[src/rtl/gcal_pkg.sv]
package gcal_pkg;
  typedef enum logic [1:0] {DIR_HOLD = 2'd0, DIR_UP = 2'd1, DIR_DN = 2'd2} dir_t;

  // combine two three-state sign codes: 0 zero, 1 positive, 2 negative
  function automatic dir_t sign_product(input logic [1:0] a, input logic [1:0] b);
    if (a == 2'd0 || b == 2'd0) return DIR_HOLD;
    else if (a == b)            return DIR_UP;
    else                        return DIR_DN;
  endfunction
endpackage

[src/rtl/gcal_dir.sv]
module gcal_dir
  import gcal_pkg::*;
#(
  parameter int MOD_W = 12,
  parameter int PE_W  = 10
) (
  input  logic                    clk,
  input  logic                    rst_n,
  input  logic signed [MOD_W-1:0] mod_in,
  input  logic signed [PE_W-1:0]  ph_err,
  output dir_t                    dir
);
  logic signed [MOD_W-1:0] mod_q;
  logic [1:0] pe_sgn, dm_sgn;

  // previous sample tracks every edge
  always_ff @(posedge clk or negedge rst_n) begin
    if (!rst_n) mod_q <= '0;
    else        mod_q <= mod_in;
  end

  always_comb begin
    pe_sgn = (ph_err == '0) ? 2'd0 : (ph_err[PE_W-1] ? 2'd2 : 2'd1);
    if (mod_in > mod_q)      dm_sgn = 2'd1;
    else if (mod_in < mod_q) dm_sgn = 2'd2;
    else                     dm_sgn = 2'd0;
    dir = sign_product(pe_sgn, dm_sgn);
  end

  p_flat_hold_r3: assert property (@(posedge clk) disable iff (!rst_n)
    (ph_err == '0 || mod_in == mod_q) |-> (dir == DIR_HOLD));
endmodule

[src/rtl/gcal_acc.sv]
module gcal_acc
  import gcal_pkg::*;
#(
  parameter int          GAIN_W    = 16,
  parameter int          SHIFT_W   = 4,
  parameter logic [15:0] INIT_GAIN = 16'h4000
) (
  input  logic               clk,
  input  logic               rst_n,
  input  logic               cal_en,
  input  logic               pkt_start,
  input  dir_t               dir,
  input  logic [SHIFT_W-1:0] step_sel,
  input  logic [GAIN_W-1:0]  gain_min,
  input  logic [GAIN_W-1:0]  gain_max,
  output logic [GAIN_W-1:0]  gain_q
);
  localparam int XW = GAIN_W + 2;

  logic [GAIN_W-1:0] saved_q;
  logic              en_q;
  logic              reload, commit, upd;
  logic [GAIN_W-1:0] gain_nx;

  function automatic logic [GAIN_W-1:0] move_sat(
    input logic [GAIN_W-1:0] g, input logic up, input logic [SHIFT_W-1:0] sh,
    input logic [GAIN_W-1:0] lo, input logic [GAIN_W-1:0] hi);
    logic signed [XW-1:0] stp, res;
    stp = XW'(1) <<< sh;
    res = up ? ($signed({2'b00, g}) + stp) : ($signed({2'b00, g}) - stp);
    if (up && res > $signed({2'b00, hi}))       return hi;
    else if (!up && res < $signed({2'b00, lo})) return lo;
    else                                        return res[GAIN_W-1:0];
  endfunction

  assign reload  = pkt_start;
  assign commit  = en_q & ~cal_en;
  assign upd     = cal_en & ~reload & (dir != DIR_HOLD);
  assign gain_nx = move_sat(gain_q, dir == DIR_UP, step_sel, gain_min, gain_max);

  always_ff @(posedge clk or negedge rst_n) begin
    if (!rst_n) begin
      gain_q  <= INIT_GAIN[GAIN_W-1:0];
      saved_q <= INIT_GAIN[GAIN_W-1:0];
      en_q    <= 1'b0;
    end else begin
      en_q <= cal_en;
      if (commit) saved_q <= gain_q;
      if (reload)   gain_q <= saved_q;
      else if (upd) gain_q <= gain_nx;
    end
  end

  p_bounds_r5: assert property (@(posedge clk) disable iff (!rst_n)
    (upd && gain_min <= gain_max) |=> (gain_q >= $past(gain_min) && gain_q <= $past(gain_max)));
  p_rise_dir_r2: assert property (@(posedge clk) disable iff (!rst_n)
    (upd && dir == DIR_UP && gain_q <= gain_max) |=> (gain_q >= $past(gain_q)));
  p_fall_dir_r2: assert property (@(posedge clk) disable iff (!rst_n)
    (upd && dir == DIR_DN && gain_q >= gain_min) |=> (gain_q <= $past(gain_q)));
  p_idle_hold_r7: assert property (@(posedge clk) disable iff (!rst_n)
    (!cal_en && !pkt_start) |=> $stable(gain_q));
  p_reload_r8: assert property (@(posedge clk) disable iff (!rst_n)
    reload |=> (gain_q == $past(saved_q)));
endmodule

[src/rtl/gcal_scale.sv]
module gcal_scale #(
  parameter int MOD_W  = 12,
  parameter int GAIN_W = 16,
  localparam int OUT_W = MOD_W + GAIN_W + 1
) (
  input  logic                    clk,
  input  logic                    rst_n,
  input  logic signed [MOD_W-1:0] mod_in,
  input  logic [GAIN_W-1:0]       gain,
  output logic signed [OUT_W-1:0] mod_out
);
  logic signed [OUT_W-1:0] prod;
  assign prod = mod_in * $signed({1'b0, gain});

  always_ff @(posedge clk or negedge rst_n) begin
    if (!rst_n) mod_out <= '0;
    else        mod_out <= prod;
  end
endmodule

[src/rtl/osc_gain_tracker.sv]
module osc_gain_tracker
  import gcal_pkg::*;
#(
  parameter int          MOD_W     = 12,
  parameter int          PE_W      = 10,
  parameter int          GAIN_W    = 16,
  parameter int          SHIFT_W   = 4,
  parameter logic [15:0] INIT_GAIN = 16'h4000,
  localparam int         OUT_W     = MOD_W + GAIN_W + 1
) (
  input  logic                    clk,
  input  logic                    rst_n,
  input  logic                    cal_en,
  input  logic                    pkt_start,
  input  logic signed [MOD_W-1:0] mod_in,
  input  logic signed [PE_W-1:0]  ph_err,
  input  logic [SHIFT_W-1:0]      step_sel,
  input  logic [GAIN_W-1:0]       gain_min,
  input  logic [GAIN_W-1:0]       gain_max,
  output logic [GAIN_W-1:0]       gain_out,
  output logic signed [OUT_W-1:0] mod_out
);
  dir_t dir;

  gcal_dir #(.MOD_W(MOD_W), .PE_W(PE_W)) u_dir (
    .clk(clk), .rst_n(rst_n), .mod_in(mod_in), .ph_err(ph_err), .dir(dir));

  gcal_acc #(.GAIN_W(GAIN_W), .SHIFT_W(SHIFT_W), .INIT_GAIN(INIT_GAIN)) u_acc (
    .clk(clk), .rst_n(rst_n), .cal_en(cal_en), .pkt_start(pkt_start), .dir(dir),
    .step_sel(step_sel), .gain_min(gain_min), .gain_max(gain_max), .gain_q(gain_out));

  gcal_scale #(.MOD_W(MOD_W), .GAIN_W(GAIN_W)) u_scale (
    .clk(clk), .rst_n(rst_n), .mod_in(mod_in), .gain(gain_out), .mod_out(mod_out));

  p_zero_mod_r6: assert property (@(posedge clk) disable iff (!rst_n)
    (mod_in == '0) |=> (mod_out == '0));
  p_zero_gain_r6: assert property (@(posedge clk) disable iff (!rst_n)
    (gain_out == '0) |=> (mod_out == '0));
endmodule

[config.mk]
export PLATFORM = sky130hd
export DESIGN_NAME = osc_gain_tracker
export DESIGN_NICKNAME = d
export VERILOG_FILES = /design/src/rtl/gcal_pkg.sv /design/src/rtl/gcal_dir.sv /design/src/rtl/gcal_acc.sv /design/src/rtl/gcal_scale.sv /design/src/rtl/osc_gain_tracker.sv
export SDC_FILE = /design/constraint.sdc
export NUM_CORES = 1
export LEC_CHECK = 0
export ABC_AREA = 1
export BUFFER_PORTS_ARGS = -buffer_cell sky130_fd_sc_hd__buf_2
export CORE_MARGIN = 2
export CORE_UTILIZATION = 30
export DETAILED_ROUTE_END_ITERATION = 8
export GPL_TIMING_DRIVEN = 0
export HOLD_SLACK_MARGIN = 0.05
export PLACE_DENSITY_LB_ADDON = 0.25
export SLEW_MARGIN = 0
export SYNTH_ARGS = -nofsm -noshare
export SYNTH_HDL_FRONTEND = slang
export SYNTH_HIERARCHICAL = 1
export SYNTH_SLANG_ARGS = --single-unit
[constraint.sdc]
create_clock -name clk -period 8.11 [get_ports clk]
set_input_delay 1.622 -clock clk [delete_from_list [all_inputs] [get_ports clk]]
set_output_delay 1.622 -clock clk [all_outputs]
set_load 0.1 [all_outputs]
=== Word-level counts from Yosys, hierarchy flattened ===
Index checks and enable logic that the tools add are counted.

* Register bits after elaboration: 74
* Bits in latches: 0
* Memory bits (writable): 0
* ROM bits: 0
* Input bits: 62
* Output and inout port bits: 45
* Logic and storage cells: 40
* Memories: 0

* Add/sub/neg operators: 2
* $mul: 1
* Divide/modulo/power cells: 0
* Order comparisons: 4
* Eq/ne operators: 2
* Shifts and indexed selects: 1
* Mux-type cells: 11
* Bitwise logic cells: 5
* Reductions and logical operators: 9

{| class="wikitable"
|+ Operator list
! operator !! number
|-
| two-way mux 16 bit || 4
|-
| multiplier 12 x 17 -> 29 bit || 1
|-
| adder 17 x 18 -> 18 bit || 1
|-
| greater-than comparator 18 x 17 -> 1 bit || 1
|-
| less-than comparator 18 x 17 -> 1 bit || 1
|-
| two-way mux 18 bit || 1
|-
| <<< shifter 2 x 4 -> 18 bit (first input constant) || 1
|-
| subtractor 17 x 18 -> 18 bit || 1
|-
| greater-than comparator 12 bit || 1
|-
| less-than comparator 12 bit || 1
|-
| two-way mux 2 bit || 6
|-
| zero test 10 bit || 1
|-
| zero test 2 bit || 2
|-
| nonzero test 2 bit || 2
|-
| bitwise AND 1 bit || 3
|-
| equality test 2 x 1 -> 1 bit (second input constant) || 1
|-
| equality test 2 bit || 1
|-
| logical AND 1 bit || 2
|-
| inverter 1 bit || 2
|-
| zero test 1 bit || 1
|-
| logical OR 1 bit || 1
|}

=== Logic depth before layout (Yosys ltp) ===
* Depth in word-level cells: 14
* Gate-level depth with buffers: 45
* Gate-level depth less buffers: 44

=== Modules after synthesis ===
The synthesis kept the hierarchy.

{| class="wikitable"
|+ By module, submodules not included
! module !! times used !! cells an instance !! area each (µm²) !! seq. area each (µm²)
|-
| gcal_scale || 1 || 1065 || 7847.5 || 725.7
|-
| gcal_acc || 1 || 652 || 4136.5 || 828.3
|-
| gcal_dir || 1 || 110 || 838.3 || 300.3
|}

=== Worst setup path after synthesis ===
Ideal clock, no wire load.

* Path type: input -> register
* Start: input port mod_in[11]
* End: register u_acc.gain_q[7]
* Setup time: 120 ps
* Data arrival time: 6032 ps
* Data required time: 7990 ps
* Path slack: 1957 ps
* Cell stages on the path: 34
* Buffers on the path: 2
* Path through: ha_1 -> a21o_1 -> nor2_4 -> nand4_1 -> nand3_2 -> nand2_2 -> nor2_1 -> inv_2 -> nor2_4 -> clkbuf_1 -> o31ai_1 -> xor2_1 -> ha_1 -> a21oi_1 -> o21ai_0 -> a21oi_1 -> nand2_1 -> xor2_1 -> inv_1 -> ha_1 -> a21o_1 -> nor2_1 -> nand3_1 -> nand2_1 -> nand2_1 -> nand2_1 -> nand4_4 -> nand2_4 -> buf_12 -> nand2_2 -> nand3_1 -> nand2_1 -> nand2_1 -> nand2_1

* Longest elaborated chain between the ends: 14
* Elaborated cells between the ends (all ways): 23
* Those cells by class: order compare: 4; eq/ne: 2; mux: 9; bitwise: 1; reduce/logical: 7

{| class="wikitable"
|+ Ends and longest elaborated chain
! item !! RTL line !! text
|-
| start, declared || osc_gain_tracker.sv:15 || <nowiki>input logic signed [MOD_W-1:0] mod_in,</nowiki>
|-
| less-than comparator 12 bit || gcal_dir.sv:25 || <nowiki>else if (mod_in < mod_q) dm_sgn = 2'd2;</nowiki>
|-
| two-way mux 2 bit || gcal_dir.sv:25 ||
|-
| two-way mux 2 bit * || gcal_dir.sv:24 || <nowiki>if (mod_in > mod_q) dm_sgn = 2'd1;</nowiki>
|-
| equality test 2 bit / zero test 2 bit (equally long branches) || gcal_pkg.sv:7, gcal_pkg.sv:6 ||
|-
| two-way mux 2 bit / logical OR 1 bit (equally long branches) || gcal_pkg.sv:7, gcal_pkg.sv:6 ||
|-
| two-way mux 2 bit * || gcal_pkg.sv:6 || <nowiki>if (a == 2'd0 || b == 2'd0) return DIR_HOLD;</nowiki>
|-
| via dir[0] || osc_gain_tracker.sv:23 || <nowiki>dir_t dir;</nowiki>
|-
| equality test 2 x 1 -> 1 bit || gcal_acc.sv:39 || <nowiki>assign gain_nx = move_sat(gain_q, dir == DIR_UP, step_sel, gain_min, gain_max);</nowiki>
|-
| two-way mux 18 bit || gcal_acc.sv:30 || <nowiki>res = up ? ($signed({2'b00, g}) + stp) : ($signed({2'b00, g}) - stp);</nowiki>
|-
| less-than comparator 18 x 17 -> 1 bit || gcal_acc.sv:32 || <nowiki>else if (!up && res < $signed({2'b00, lo})) return lo;</nowiki>
|-
| logical AND 1 bit || gcal_acc.sv:32 ||
|-
| two-way mux 16 bit || gcal_acc.sv:32 ||
|-
| two-way mux 16 bit || gcal_acc.sv:31 || <nowiki>if (up && res > $signed({2'b00, hi})) return hi;</nowiki>
|-
| two-way mux 16 bit || gcal_acc.sv:50 || <nowiki>else if (upd) gain_q <= gain_nx;</nowiki>
|-
| two-way mux 16 bit || gcal_acc.sv:49 || <nowiki>if (reload) gain_q <= saved_q;</nowiki>
|-
| end signal, assigned || gcal_acc.sv:43 || <nowiki>gain_q <= INIT_GAIN[GAIN_W-1:0];</nowiki>
|-
| end signal, assigned || gcal_acc.sv:49 ||
|-
| end signal, assigned || gcal_acc.sv:50 ||
|-
| end, declared || gcal_acc.sv:16 || <nowiki>output logic [GAIN_W-1:0] gain_q</nowiki>
|}

Mark *: on every way through the listed nets, which the timed path passes. The rest lies on a longest branch. The select of a mux whose other input is x is not followed.
A chain may end at the register's enable or synchronous reset.

=== Worst setup path after layout ===
* Start: input port mod_in[11]
* End: register u_acc.gain_q[11]

Same word-level chain as after synthesis.

==> results.json <==
{
  "track_usage_pct": 17.2,
  "die_h_um": 211,
  "clk_latency_ps": 370,
  "drc_errors": 0,
  "relSlewSlack_pct": 53.3,
  "numCtsBuffers": 9,
  "synth-edff-count": 0,
  "hold_depth": 1,
  "grt_pass1_vias": 11300,
  "top_usage_layer": "met2",
  "synth_nets": 2179,
  "ios": 107,
  "r2r_start": "u_dir/mod_q[11]",
  "period_needed_ps": 7340,
  "ys_warn_count": 6,
  "hold_start": "u_acc/saved_q[13]",
  "hold_violations": 0,
  "totalWireLength_mm": 37.0,
  "worst_pin_slew_ps": 700,
  "outcome": "completed",
  "period_share_pct": 90.5,
  "setup_viol": 0,
  "use_met1_pct": 23.1,
  "fin_nets": 2297,
  "cp_slowest_cell": "clkbuf_1",
  "vias": 11400,
  "tritoncts": "built",
  "arrival_ps": 7600,
  "start_kind": "input port",
  "std_cell_rows": 75,
  "hpwl_mm": 31.2,
  "slowest_delay_ps": 470,
  "clock_path_buffers": 2,
  "cp_max_fo": 10,
  "required_ps": 8370,
  "synthTopCellsByCount": "nand2_1, inv_1, ha_1, fa_1, nor2_1",
  "areaGrowthSynthToFinish_pct": 11.9,
  "skew_ps": 10.9,
  "cts_resized": 0,
  "vias_per_cell": 4.56,
  "wl_per_cell_um": 14.9,
  "reg2reg_to": "u_acc/gain_q[11]",
  "drive_gt1_share_pct": 10.4,
  "min_path_type": "flip-flop to flip-flop",
  "first_pass_iters": 7,
  "synthArstFlopShare_pct": 100,
  "cts_root_buf": "clkbuf_16",
  "start_util_pct": 30.5,
  "max_cap_viol_count": 0,
  "holdPathEnd": "u_acc/saved_q[13]",
  "grt_pass1_wl_mm": 59.0,
  "fp.dieArea_sq_um": 44400,
  "ant_nets": 0,
  "ys_top_cells_by_area": "fa_1, nand2_1, ha_1",
  "yosysTopAreaCell": "fa_1",
  "cts.htree.levels": 3,
  "chipWidth_um": 211,
  "grt_util_met2_pct": 28.5,
  "synthFlopType": "dfrtp_1",
  "clock-sinks": 74,
  "crit_type": "input port to flip-flop",
  "synth_most_common_cell": "nand2_1",
  "post_cts_buffers": 0,
  "portBuffers": 106,
  "ys_seq_area_share_pct": 14.5,
  "clk_pin_slew_worst_paths_ps": 70,
  "antenna_found_initial": 2,
  "grt_max_degree": 52,
  "grtUsageMet3_pct": 2.66,
  "netlist.area_leader.share_pct": 22.2,
  "slew_violations": 0,
  "syn_inst": 1827,
  "crit_path_end_kind": "flip-flop",
  "gp_congestion": 0.877,
  "synth.avg_cell_area_sq_um": 7.02,
  "fmax_ghz": 0.136,
  "drt-initial-drc-count": 724,
  "coreArea_sq_um": 42000,
  "rsz0062_at_grt": "no",
  "synth.distinct_cells": 49,
  "ys_ff_latch": 74,
  "ctsHoldBuffers": 0,
  "crit_path_frequent_cell": "nand2_1",
  "syn_area_sq_um": 12800,
  "r2r_cells": 37,
  "tns_ps": 0,
  "overflow": 0,
  "fin_hold_ws_ps": 514,
  "reg2reg_slack_ps": 1870
}
-- critical path, delay by kind of cell --
kind	cells	cell delay, ps
buffers and inverters	5	970
AO/OA/AOI/OAI	5	870
AND/OR/NAND/NOR	22	2530
XOR/XNOR	2	510
adder cells (fa/ha/maj)	3	1050
-- cell families (layout without fill, tap and decap cells) --
kind of cell / after synthesis / after routing / share of synthesized area, %
xor gates and xnor gates: 30 / 30 / 2.05
and+or+nand+nor: 814 / 814 / 26.9
DFF: 74 / 74 / 14.5
muxes: 4 / 4 / 0.351
adders and majority gates: 290 / 290 / 36.6
other: 0 / 1 / 0
buffers and inverters: 523 / 646 / 15.6
AOI/OAI and AO/OA: 92 / 92 / 4.00
-- sequential cells by signal, indices dropped and copies added (netlist names) --
name and count:
u_dir/mod_q 12, u_scale/mod_out 29, u_acc/saved_q 16, u_acc/gain_q 16, u_acc/en_q 1
-- cells in the final DEF, fill, tap and decap left out, types with 2 or more instances in the layout --
cell type and count:
a21oi_2 2, mux2_2 4, xor2_1 19, inv_2 5, clkbuf_16 9, nand3b_1 4, nor3_1 8, o31ai_1 2
clkinv_4 2, nand2_1 538, dfrtp_1 72, clkbuf_1 46, inv_6 5, nand3_1 92, xnor2_1 11, or2_2 8
buf_4 4, nand3_2 4, a21o_1 2, buf_1 2, nor2_1 100, o21ai_1 2, nand2_4 3, inv_1 460
nand4_1 10, clkinv_1 4, ha_1 148, nand2_2 27, a21oi_1 61, fa_1 142, o21ai_0 13, dfstp_2 2
nor2_2 9, nor2_4 5, buf_2 105, and3_1 2
-- area by class of cell --
| class | instances | area [sq um] |
|---|---|---|
| fillers | 4605 | 27700 |
| multi-input cells | 1230 | 8960 |
| flip-flops and latches | 74 | 1850 |
| inverters | 470 | 1770 |
| well taps | 539 | 674 |
| repair buffers | 107 | 561 |
| plain buffers | 53 | 234 |
| clock buffers | 9 | 225 |
| clock inverters | 7 | 63.8 |
| diodes | 1 | 2.50 |
-- how the worst max path moves through the flow --
stage	start	to	slack, ps
after CTS	mod_in[11]	u_acc/gain_q[11]	810
after detailed placement	mod_in[11]	u_acc/gain_q[11]	450
after global routing	mod_in[11]	u_acc/gain_q[13]	230
final	mod_in[11]	u_acc/gain_q[11]	770
after global placement	mod_in[11]	u_acc/gain_q[10]	460
after floorplan	mod_in[11]	u_acc/gain_q[7]	1960
-- metal layers --
metal  share of wire (%)  routed length [um]  vias up
met5                   0                   0        -
met4                 2.2                 797        0
met3                 5.5                2040       46
met2                  48               17700      283
met1                  45               16500     5411
li1                    -                   -     5625
-- per-stage QoR --
stage / cell area [sq um] / setup WS (ps) / utilization [%] / cells
finish: 14300 / 772 / 34.1 / 2490
CTS: 14300 / 810 / 34.1 / 2489
detailed placement: 14100 / 448 / 33.4 / 2473
floorplan: 12800 / 1960 / - / 1827
global route: 14300 / 227 / 34.1 / 2490
global placement: 14000 / 465 / 33.4 / 2472
Power is not shown: default switching activity piles up to over one toggle a cycle in this logic, so the estimate is an artifact.
